## src/rtl/vt_pkg.sv

```systemverilog
package vt_pkg;
  localparam int VA_W   = 32;
  localparam int OFF_W  = 12;
  localparam int ENT_LG = 2;
  localparam int IDX_W  = OFF_W - ENT_LG;
  localparam int VPN_W  = VA_W - OFF_W;
  localparam int PFN_W  = VA_W - OFF_W;
  localparam int PTE_W  = 32;

  typedef enum logic [1:0] {
    ACC_RD = 2'd0,
    ACC_WR = 2'd1,
    ACC_EX = 2'd2
  } acc_e;

  typedef enum logic [1:0] {
    FLT_NONE = 2'd0,
    FLT_LEN  = 2'd1,
    FLT_INV  = 2'd2,
    FLT_PERM = 2'd3
  } flt_e;

  // {x, w, r} matches table entry bits 3:1
  typedef struct packed {
    logic x;
    logic w;
    logic r;
  } perm_t;
endpackage

```

## src/rtl/vt_tlb.sv

```systemverilog
module vt_tlb
  import vt_pkg::*;
#(
  parameter int N      = 8,
  parameter int ASID_W = 8
) (
  input  logic              clk,
  input  logic              rst,
  input  logic              flush,
  input  logic [ASID_W-1:0] lk_asid,
  input  logic [VPN_W-1:0]  lk_vpn,
  output logic              lk_hit,
  output logic [PFN_W-1:0]  lk_pfn,
  output logic [2:0]        lk_perm,
  input  logic              rf_en,
  input  logic [ASID_W-1:0] rf_asid,
  input  logic [VPN_W-1:0]  rf_vpn,
  input  logic [PFN_W-1:0]  rf_pfn,
  input  logic [2:0]        rf_perm
);
  localparam int PTR_W = (N > 1) ? $clog2(N) : 1;

  logic [N-1:0]      vld;
  logic [ASID_W-1:0] tag_asid [N];
  logic [VPN_W-1:0]  tag_vpn  [N];
  logic [PFN_W-1:0]  dat_pfn  [N];
  logic [2:0]        dat_perm [N];
  logic [PTR_W-1:0]  ptr;
  logic [N-1:0]      hit_vec;

  for (genvar i = 0; i < N; i++) begin : g_cmp
    assign hit_vec[i] = vld[i] && (tag_asid[i] == lk_asid) && (tag_vpn[i] == lk_vpn);
  end

  assign lk_hit = |hit_vec;

  always_comb begin
    lk_pfn  = '0;
    lk_perm = '0;
    for (int i = 0; i < N; i++) begin
      if (hit_vec[i]) begin
        lk_pfn  = lk_pfn | dat_pfn[i];
        lk_perm = lk_perm | dat_perm[i];
      end
    end
  end

  always_ff @(posedge clk) begin
    if (rst) begin
      vld <= '0;
      ptr <= '0;
    end else if (flush) begin
      vld <= '0;
      ptr <= '0;
    end else if (rf_en) begin
      vld[ptr] <= 1'b1;
      ptr      <= (ptr == PTR_W'(N - 1)) ? '0 : ptr + 1'b1;
    end
  end

  always_ff @(posedge clk) begin
    if (rf_en && !flush) begin
      tag_asid[ptr] <= rf_asid;
      tag_vpn[ptr]  <= rf_vpn;
      dat_pfn[ptr]  <= rf_pfn;
      dat_perm[ptr] <= rf_perm;
    end
  end

  a_r3_single_match: assert property (@(posedge clk) disable iff (rst)
    $onehot0(hit_vec));

  a_r9_flush_empties: assert property (@(posedge clk) disable iff (rst)
    flush |=> (vld == '0));
endmodule

```

## src/rtl/vt_perm_chk.sv

```systemverilog
module vt_perm_chk
  import vt_pkg::*;
(
  input  logic [1:0] acc,
  input  logic [2:0] perm,
  output logic       ok
);
  perm_t p;
  assign p = perm_t'(perm);

  always_comb begin
    unique case (acc_e'(acc))
      ACC_RD:  ok = p.r;
      ACC_WR:  ok = p.w;
      ACC_EX:  ok = p.x;
      default: ok = 1'b0;
    endcase
  end
endmodule

```

## src/rtl/vt_walker.sv

```systemverilog
module vt_walker
  import vt_pkg::*;
(
  input  logic             clk,
  input  logic             rst,
  input  logic             start,
  input  logic [PFN_W-1:0] base_pfn,
  input  logic [VPN_W-1:0] vpn,
  output logic             rd_en,
  output logic [VA_W-1:0]  rd_addr,
  input  logic [PTE_W-1:0] rd_data,
  output logic             done,
  output logic             ok,
  output logic [PFN_W-1:0] pfn,
  output logic [2:0]       perm
);
  typedef enum logic [2:0] {W_IDLE, W_OREQ, W_ODAT, W_IREQ, W_IDAT} wst_e;

  wst_e             st;
  logic [PFN_W-1:0] tbl_q;

  always_ff @(posedge clk) begin
    if (rst) begin
      st    <= W_IDLE;
      tbl_q <= '0;
    end else begin
      unique case (st)
        W_IDLE: if (start) st <= W_OREQ;
        W_OREQ: st <= W_ODAT;
        W_ODAT: begin
          if (rd_data[0]) begin
            tbl_q <= rd_data[PTE_W-1 -: PFN_W];
            st    <= W_IREQ;
          end else begin
            st <= W_IDLE;
          end
        end
        W_IREQ: st <= W_IDAT;
        W_IDAT: st <= W_IDLE;
        default: st <= W_IDLE;
      endcase
    end
  end

  assign rd_en   = (st == W_OREQ) || (st == W_IREQ);
  assign rd_addr = (st == W_OREQ) ? {base_pfn, vpn[VPN_W-1 -: IDX_W], {ENT_LG{1'b0}}}
                                  : {tbl_q, vpn[IDX_W-1:0], {ENT_LG{1'b0}}};
  assign done    = ((st == W_ODAT) && !rd_data[0]) || (st == W_IDAT);
  assign ok      = (st == W_IDAT) && rd_data[0];
  assign pfn     = rd_data[PTE_W-1 -: PFN_W];
  assign perm    = rd_data[3:1];

  a_r2_word_aligned: assert property (@(posedge clk) disable iff (rst)
    rd_en |-> (rd_addr[ENT_LG-1:0] == '0));
endmodule

```

## src/rtl/vtrans_unit.sv

```systemverilog
module vtrans_unit
  import vt_pkg::*;
#(
  parameter int TLB_N  = 8,
  parameter int ASID_W = 8
) (
  input  logic              clk,
  input  logic              rst,
  input  logic              flush,
  input  logic [19:0]       ptbr,
  input  logic [19:0]       ptlr,
  input  logic              req_valid,
  output logic              req_ready,
  input  logic [31:0]       req_vaddr,
  input  logic [ASID_W-1:0] req_asid,
  input  logic [1:0]        req_acc,
  output logic              rsp_valid,
  output logic [31:0]       rsp_paddr,
  output logic [1:0]        rsp_fault,
  output logic              rsp_tlb_hit,
  output logic              mem_rd_en,
  output logic [31:0]       mem_rd_addr,
  input  logic [31:0]       mem_rd_data
);
  typedef enum logic [1:0] {T_IDLE, T_LOOK, T_WALK} tst_e;

  tst_e              st;
  logic [VA_W-1:0]   va_q;
  logic [ASID_W-1:0] asid_q;
  logic [1:0]        acc_q;
  logic [PFN_W-1:0]  base_q;
  logic [VPN_W-1:0]  lim_q;

  logic [VPN_W-1:0]  vpn;
  logic              len_bad;
  logic              t_hit;
  logic [PFN_W-1:0]  t_pfn;
  logic [2:0]        t_perm;
  logic              w_start, w_done, w_ok;
  logic [PFN_W-1:0]  w_pfn;
  logic [2:0]        w_perm;
  logic [2:0]        chk_perm;
  logic              perm_ok;
  logic              rf_en;

  assign vpn       = va_q[VA_W-1:OFF_W];
  assign len_bad   = (vpn >= lim_q);
  assign req_ready = (st == T_IDLE);
  assign w_start   = (st == T_LOOK) && !len_bad && !t_hit;
  assign rf_en     = (st == T_WALK) && w_done && w_ok;
  assign chk_perm  = (st == T_LOOK) ? t_perm : w_perm;

  vt_tlb #(.N(TLB_N), .ASID_W(ASID_W)) u_tlb (
    .clk     (clk),
    .rst     (rst),
    .flush   (flush),
    .lk_asid (asid_q),
    .lk_vpn  (vpn),
    .lk_hit  (t_hit),
    .lk_pfn  (t_pfn),
    .lk_perm (t_perm),
    .rf_en   (rf_en),
    .rf_asid (asid_q),
    .rf_vpn  (vpn),
    .rf_pfn  (w_pfn),
    .rf_perm (w_perm)
  );

  vt_walker u_walk (
    .clk      (clk),
    .rst      (rst),
    .start    (w_start),
    .base_pfn (base_q),
    .vpn      (vpn),
    .rd_en    (mem_rd_en),
    .rd_addr  (mem_rd_addr),
    .rd_data  (mem_rd_data),
    .done     (w_done),
    .ok       (w_ok),
    .pfn      (w_pfn),
    .perm     (w_perm)
  );

  vt_perm_chk u_perm (
    .acc  (acc_q),
    .perm (chk_perm),
    .ok   (perm_ok)
  );

  always_ff @(posedge clk) begin
    if (rst) begin
      st          <= T_IDLE;
      va_q        <= '0;
      asid_q      <= '0;
      acc_q       <= '0;
      base_q      <= '0;
      lim_q       <= '0;
      rsp_valid   <= 1'b0;
      rsp_paddr   <= '0;
      rsp_fault   <= FLT_NONE;
      rsp_tlb_hit <= 1'b0;
    end else begin
      rsp_valid <= 1'b0;
      unique case (st)
        T_IDLE: begin
          if (req_valid) begin
            va_q   <= req_vaddr;
            asid_q <= req_asid;
            acc_q  <= req_acc;
            base_q <= ptbr;
            lim_q  <= ptlr;
            st     <= T_LOOK;
          end
        end
        T_LOOK: begin
          if (len_bad) begin
            rsp_valid   <= 1'b1;
            rsp_fault   <= FLT_LEN;
            rsp_paddr   <= '0;
            rsp_tlb_hit <= 1'b0;
            st          <= T_IDLE;
          end else if (t_hit) begin
            rsp_valid   <= 1'b1;
            rsp_fault   <= perm_ok ? FLT_NONE : FLT_PERM;
            rsp_paddr   <= perm_ok ? {t_pfn, va_q[OFF_W-1:0]} : '0;
            rsp_tlb_hit <= 1'b1;
            st          <= T_IDLE;
          end else begin
            st <= T_WALK;
          end
        end
        T_WALK: begin
          if (w_done) begin
            rsp_valid   <= 1'b1;
            rsp_tlb_hit <= 1'b0;
            st          <= T_IDLE;
            if (!w_ok) begin
              rsp_fault <= FLT_INV;
              rsp_paddr <= '0;
            end else begin
              rsp_fault <= perm_ok ? FLT_NONE : FLT_PERM;
              rsp_paddr <= perm_ok ? {w_pfn, va_q[OFF_W-1:0]} : '0;
            end
          end
        end
        default: st <= T_IDLE;
      endcase
    end
  end

  a_r10_single_pulse: assert property (@(posedge clk) disable iff (rst)
    rsp_valid |=> !rsp_valid);

  a_r10_busy_after_accept: assert property (@(posedge clk) disable iff (rst)
    (req_valid && req_ready) |=> !req_ready);

  a_r7_fault_zero_addr: assert property (@(posedge clk) disable iff (rst)
    (rsp_valid && (rsp_fault != FLT_NONE)) |-> (rsp_paddr == '0));

  a_r5_no_read_over_limit: assert property (@(posedge clk) disable iff (rst)
    mem_rd_en |-> (vpn < lim_q));
endmodule

```

## config.mk

```make
export PLATFORM = sky130hd
export DESIGN_NAME = vtrans_unit
export DESIGN_NICKNAME = d
export VERILOG_FILES = /design/src/rtl/vt_pkg.sv /design/src/rtl/vt_tlb.sv /design/src/rtl/vt_perm_chk.sv /design/src/rtl/vt_walker.sv /design/src/rtl/vtrans_unit.sv
export SDC_FILE = /design/constraint.sdc
export NUM_CORES = 1
export LEC_CHECK = 0
export BUFFER_PORTS_ARGS = -buffer_cell sky130_fd_sc_hd__buf_2
export CAP_MARGIN = 20
export CELL_PAD_IN_SITES_DETAIL_PLACEMENT = 0
export CELL_PAD_IN_SITES_GLOBAL_PLACEMENT = 1
export CORE_AREA = 2 2 263 265
export CTS_BUF_LIST = sky130_fd_sc_hd__clkbuf_16
export CTS_CLUSTER_DIAMETER = 120
export DETAILED_ROUTE_END_ITERATION = 12
export DIE_AREA = 0 0 265 267
export PLACE_DENSITY_LB_ADDON = 0.1
export REMOVE_ABC_BUFFERS = 1
export SLEW_MARGIN = 40
export SYNTH_ARGS = -nofsm -noshare
export SYNTH_HDL_FRONTEND = slang
export SYNTH_HIERARCHICAL = 1
export SYNTH_SLANG_ARGS = --single-unit
```

## constraint.sdc

```tcl
create_clock -name clk -period 8.5 [get_ports clk]
set_input_delay 2.55 -clock clk [delete_from_list [all_inputs] [get_ports clk]]
set_output_delay 2.55 -clock clk [all_outputs]
set_load 0.05 [all_outputs]
```

==> results.sh, run 1 <==
export IMPL_outcome="complete, no violations"
export IMPL_layout_min_cycle_time_ns=5.55
export IMPL_htreeDepth=3
export IMPL_grt_first_pass_wirelength_mm=94.0
export IMPL_core_area_mm2=0.0680
export IMPL_die_y_um=267
export IMPL_crit_fanout=31
export IMPL_globalRouteTotalUtil=0.177
export IMPL_viasPerCell=4.98
export IMPL_wl_per_cell_um=21.7
export IMPL_fin_util=0.405
export IMPL_ctsResizeCount=0
export IMPL_synth_compound_area_frac=0.0749
export IMPL_final_nets=2120
export IMPL_clock_sinks=562
export IMPL_dp_hpwl_mm=38.7
export IMPL_drt_iter0_drc=723
export IMPL_synthCells=1802
export IMPL_cts_root_buf="clkbuf_16"
export IMPL_critical_path_class="in -> reg"
export IMPL_maxCapViolations=0
export IMPL_holdBufCountCts=0
export IMPL_grt_setup_unrepaired="no"
export IMPL_area_growth_syn_to_layout_pct=17.2
export IMPL_io_buffers=177
export IMPL_drc_errors=0
export IMPL_hp_class="reg -> reg"
export IMPL_wl_mm=63.2
export IMPL_drv_slew=0
export IMPL_synth_fa_ha_area_frac=0.0133
export IMPL_post_cts_repair_setup_buffers=0
export IMPL_dr_pass1_iters=5
export IMPL_vias=14497
export IMPL_skew_ns=0.0179
export IMPL_finalSetupViolCount=0
export IMPL_finalHoldViolations=0
export IMPL_finalCritPeriodShare=0.653
export IMPL_worstSetupEndpointType="flop"
export IMPL_clkTransAtPathRegs_ns=0.06
export IMPL_relSlewSlack=0.467
export IMPL_first_global_vias=14668
export IMPL_fillCellCount=6525
export IMPL_place_congestion=0.720
export IMPL_clk_latency_ns=0.59
export IMPL_numCtsBuffers=66
export IMPL_tightest_slew_ns=0.799
export IMPL_synth_seq_cells=562
export IMPL_cellPowerDensity_mw_per_mm2=232
export IMPL_grt_max_degree=93
export IMPL_muxShareOfSynthArea=0.0269
export IMPL_synthArstFlopShare=0
export IMPL_pin_count=188
export IMPL_start_kind="input pin"
export IMPL_synth_xor_area_share=0.0823
export IMPL_overflow=0
export IMPL_ys_seq_area_frac=0.653
export IMPL_synth_edf_count=408
export IMPL_syn_area_mm2=0.0235
export IMPL_leakagePower_nw=9.37
export IMPL_die_area_mm2=0.0708
export IMPL_ant_nets=0
export IMPL_rows=96
export IMPL_synth_main_ff_cell="edfxtp_1"
export IMPL_clock_path_buffers=3
export IMPL_synth_cell_type_count=68
export IMPL_layout_drive_gt1_share=0.196
export IMPL_avgSynthCellArea_um2=13.0
export IMPL_fp_dieW_um=265
export IMPL_synth_top_family_by_area="simple AND/OR/NAND/NOR gates"
export IMPL_max_freq_ghz=0.180
export IMPL_initial_utilization=0.346
export IMPL_antenna_found_initial=1
export IMPL_fin_setup_tns_ns=0
export IMPL_cp_data_arrival_time_ns=5.76
export IMPL_cts_tree="built"
export IMPL_cp_required_ns=8.71
export IMPL_ir_drop_v=0.000124
export IMPL_ys_warn_count=6
export IMPL_synthSimpleGateAreaFrac=0.108
layout by cell type (no fill, tap or decap), types with 26 or more instances in the layout:
cell	instances
inv_1	72
nand3_1	99
clkbuf_16	70
o32ai_1	32
edfxtp_1	408
nand2_1	198
mux2_2	31
nand2b_1	60
xnor2_1	157
a21oi_1	97
dfxtp_1	152
mux2i_1	26
a22oi_1	67
nand4_1	41
xor2_1	62
buf_4	53
buf_2	176
report_power, final:
| group | internal [mW] | switching, mW |
|---|---|---|
| clock | 1.64 | 1.11 |
| combinational | 0.198 | 0.404 |
| sequential | 2.99 | 0.0386 |
final cells by class:
type	instances	area, um2	share of cell area
clock buffers	70	1750	0.0636
repair buffers	239	1440	0.0522
flip-flops and latches	562	15300	0.557
clock inverters	48	347	0.0126
multi-input cells	1047	7320	0.266
diodes	2	5.00	0.000182
inverters	61	229	0.00832
well taps	882	1100	0.0401
kinds of logic after synthesis:
kind of cell,count (synthesis)
compound gates,249
xor+xnor,220
fa+ha+maj,25
buf+inv,194
flops,562
mux,59
other cells,1
simple gates,492
worst max-delay path, cell delays in order:
cell and delay (ns):
buf_2 0.12, or3b_1 0.35, a21oi_1 0.23, and3_1 0.57, nor2b_1 0.40, nand2b_1 0.30, nor2_4 0.57, buf_4 0.60
stage by stage:
step           area [um2]  std cells  hold slack [ns]  worst slack [ns]  total power, mW
6_report            27500       2911            0.451              2.95             6.38
5_1_grt             27500       2909            0.469              2.76             6.63
4_1_cts             27500       2909            0.452              2.94             6.48
3_5_place_dp        25400       2791            0.443              2.33             3.70
3_3_place_gp        25300       2783            0.438              2.33             3.68
2_1_floorplan       22700       1670            0.427             0.632             3.43
layer usage:
metal	share of wire	global-route usage	vias up
met2	0.46	0.280	263
met1	0.48	0.253	7276
met5	0.00021	0	-
li1	-	-	6872
met4	0.017	0.0505	2
met3	0.039	0.0269	84
sequential cells by signal, indices dropped and copies added (netlist names), 3 cells and up:
register and flops:
asid_q 8, base_q 20, lim_q 20, rsp_paddr 32, u_tlb/dat_perm 24, u_tlb/dat_pfn 160
u_tlb/ptr 3, u_tlb/tag_asid 64, u_tlb/tag_vpn 160, u_tlb/vld 8, u_walk/st 3, u_walk/tbl_q 20
va_q 32
final timing paths:
check                      start                   end  slack [ns]  cells past startpoint
hold reg to reg        base_q[6]             base_q[6]        0.45                      2
hold / removal         base_q[6]             base_q[6]        0.45                      2
setup / recovery  mem_rd_data[0]  u_tlb/dat_perm[2][1]        2.95                      8
setup reg to reg        va_q[19]         rsp_paddr[29]        3.61                     14
cells in the mapped netlist (all sizes together) (2+ instances only):
master,n,share of area
nand2,199,0.032
nor2,23,0.0040
nor2b,4,0.0011
nor4b,2,0.0014
a31oi,4,0.0011
nand3,101,0.022
o211ai,2,0.00085
o2111a,22,0.011
xnor2,158,0.059
a2111oi,3,0.0014
nand2b,60,0.016
a22oi,68,0.022
o21ai,7,0.0015
and3,5,0.0015
buf,73,0.023
a21boi,2,0.00064
edfxtp,408,0.52
and2,4,0.0011
nand4,41,0.011
nor4,28,0.0097
mux2i,26,0.011
nor3b,3,0.0014
a211oi,3,0.00096
a21oi,97,0.021
o2bb2ai,2,0.00075
o32ai,32,0.012
mux2,33,0.016
nor3,9,0.0019
ha,25,0.013
clkbuf,60,0.0097
nand3b,4,0.0013
xor2,62,0.023
dfxtp,154,0.13
inv,61,0.0097
(Power assumes the default switching activity.)
==> inputs of run 2 (changes only) <==
Clock period 8.5 ns to 5.8 ns, I/O delays scaled along.
==> run 2 against run 1 <==
Against the previous run:
- first-iteration DRC count grew 17%
- worst hold slack lost 0.0017 ns
- clock power grew 31%
- cell area shrank 0.44%
- largest power group unchanged
- largest cell class unchanged
==> results.sh, run 2 (synthesis results as in run 1) <==
export IMPL_whs_ns=0.449
export IMPL_clkPwrFrac=0.403
export IMPL_layout_min_cycle_time_ns=4.51
export IMPL_worstSetupEndpoint="mem_rd_addr[24]"
export IMPL_antenna_found_initial=3
export IMPL_final_cell_mix="edfxtp_1, nand2_1, buf_2, xnor2_1, dfxtp_1"
export IMPL_drt_iter0_drc=844
export IMPL_fin_ws_ns=1.29
export IMPL_seq_power_share=0.501
export IMPL_area_growth_syn_to_layout_pct=16.7
export IMPL_leakagePower_nw=9.38
export IMPL_clkTransAtPathRegs_ns=0.06
export IMPL_fp_dieW_um=265
export IMPL_first_global_vias=14611
export IMPL_fillCellCount=6476
export IMPL_dr_pass1_iters=5
export IMPL_wl_per_cell_um=21.7
export IMPL_vias=14499
export IMPL_pin_count=188
export IMPL_dp_hpwl_mm=41.0
export IMPL_place_congestion=0.736
export IMPL_place_ws_ns=0.954
export IMPL_globalRouteTotalUtil=0.179
export IMPL_initial_utilization=0.346
export IMPL_p_sw_mw=2.23
export IMPL_clk_latency_ns=0.62
export IMPL_holdBufCountCts=0
export IMPL_worstSetupEndpointType="primary output"
export IMPL_overflow=0
export IMPL_power_mw=8.93
export IMPL_die_y_um=267
export IMPL_htreeDepth=2
export IMPL_grt_first_pass_wirelength_mm=95.0
export IMPL_grt_setup_unrepaired="no"
export IMPL_clock_path_buffers=3
export IMPL_r2r_setup_slack_ns=1.50
export IMPL_cts_root_buf="clkbuf_16"
export IMPL_r2r_start="va_q[30]"
export IMPL_post_dp_cell_area_mm2=0.0256
export IMPL_crit_fanout=20
export IMPL_p_int_mw=6.70
export IMPL_drc_errors=0
export IMPL_finalSetupViolCount=0
export IMPL_reg_top3="u_tlb/dat_pfn x160, u_tlb/tag_vpn x160, u_tlb/tag_asid x64"
export IMPL_drv_slew=0
export IMPL_ir_drop_v=0.000218
export IMPL_maxCapViolations=0
export IMPL_stdcell_area_mm2=0.0274
export IMPL_layout_commonest_cell="edfxtp_1"
export IMPL_wl_mm=63.7
export IMPL_final_nets=2136
export IMPL_finalCritPeriodShare=0.777
export IMPL_cp_data_arrival_time_ns=2.77
export IMPL_io_buffers=177
export IMPL_cp_startpoint="u_walk/st[0]"
export IMPL_max_freq_ghz=0.222
export IMPL_viasPerCell=4.95
export IMPL_rows=96
export IMPL_netSwitchingFraction=0.249
export IMPL_final_cells=2929
export IMPL_fin_setup_tns_ns=0
export IMPL_outcome="complete, no violations"
export IMPL_rr_worst_depth=15
export IMPL_numCtsBuffers=61
export IMPL_hp_class="reg -> reg"
export IMPL_post_cts_repair_setup_buffers=0
export IMPL_tightest_slew_ns=0.844
export IMPL_grt_max_degree=88
export IMPL_ant_nets=0
export IMPL_cp_required_ns=4.06
export IMPL_finalHoldViolations=0
export IMPL_skew_ns=0.0174
export IMPL_cellPowerDensity_mw_per_mm2=326
export IMPL_relSlewSlack=0.432
export IMPL_layout_drive_gt1_share=0.197
export IMPL_post_place_cells=2812
export IMPL_reg2reg_to="rsp_paddr[15]"
export IMPL_clock_sinks=562
export IMPL_start_kind="flop"
export IMPL_ctsResizeCount=0
export IMPL_fin_util=0.403
export IMPL_die_area_mm2=0.0708
export IMPL_cts_tree="built"
export IMPL_critical_path_class="reg -> out"
export IMPL_pwr_share_comb=0.096
export IMPL_core_area_mm2=0.0680
-- run 2: worst min-delay path by stage --
stage	start	endpoint	cells past startpoint
finish	base_q[11]	base_q[11]	2
detailed placement	base_q[11]	base_q[11]	2
CTS	base_q[11]	base_q[11]	2
global placement	base_q[11]	base_q[11]	2
global route	va_q[11]	va_q[11]	2
floorplan	base_q[0]	base_q[0]	2
-- run 2: metal layers --
metal  part of all wire  vias up  GRT usage
met2               0.45      309      0.277
met5            0.00024        -          0
met4              0.019        2     0.0426
met3              0.050       82     0.0341
met1               0.48     7195      0.260
li1                   -     6911          -
-- run 2: worst max-delay path, stage by stage, from the launching register on --
cell and delay (ns):
dfxtp_1 0.42, nor3b_4 0.65, buf_4 0.44, mux2_2 0.39
buf_2 0.21
-- run 2: power by group through the flow --
stage	clock network [mW]	registers, mW	logic, mW
6_report	3.60	4.48	0.856
5_1_grt	3.86	4.49	0.938
4_1_cts	3.71	4.48	0.869
3_5_place_dp	0	4.56	0.865
3_3_place_gp	0	4.56	0.849
2_1_floorplan	0	4.58	0.452
-- run 2: layout make-up --
class / instances / area, um2 / area share
Clock buffer: 63 / 1580 / 0.0575
Tap cell: 882 / 1100 / 0.0403
Timing Repair Buffer: 260 / 1580 / 0.0576
Sequential cell: 562 / 15300 / 0.560
Antenna cell: 2 / 5.00 / 0.000183
Clock inverter: 52 / 260 / 0.00950
Multi-Input combinational cell: 1047 / 7310 / 0.267
Inverter: 61 / 229 / 0.00836
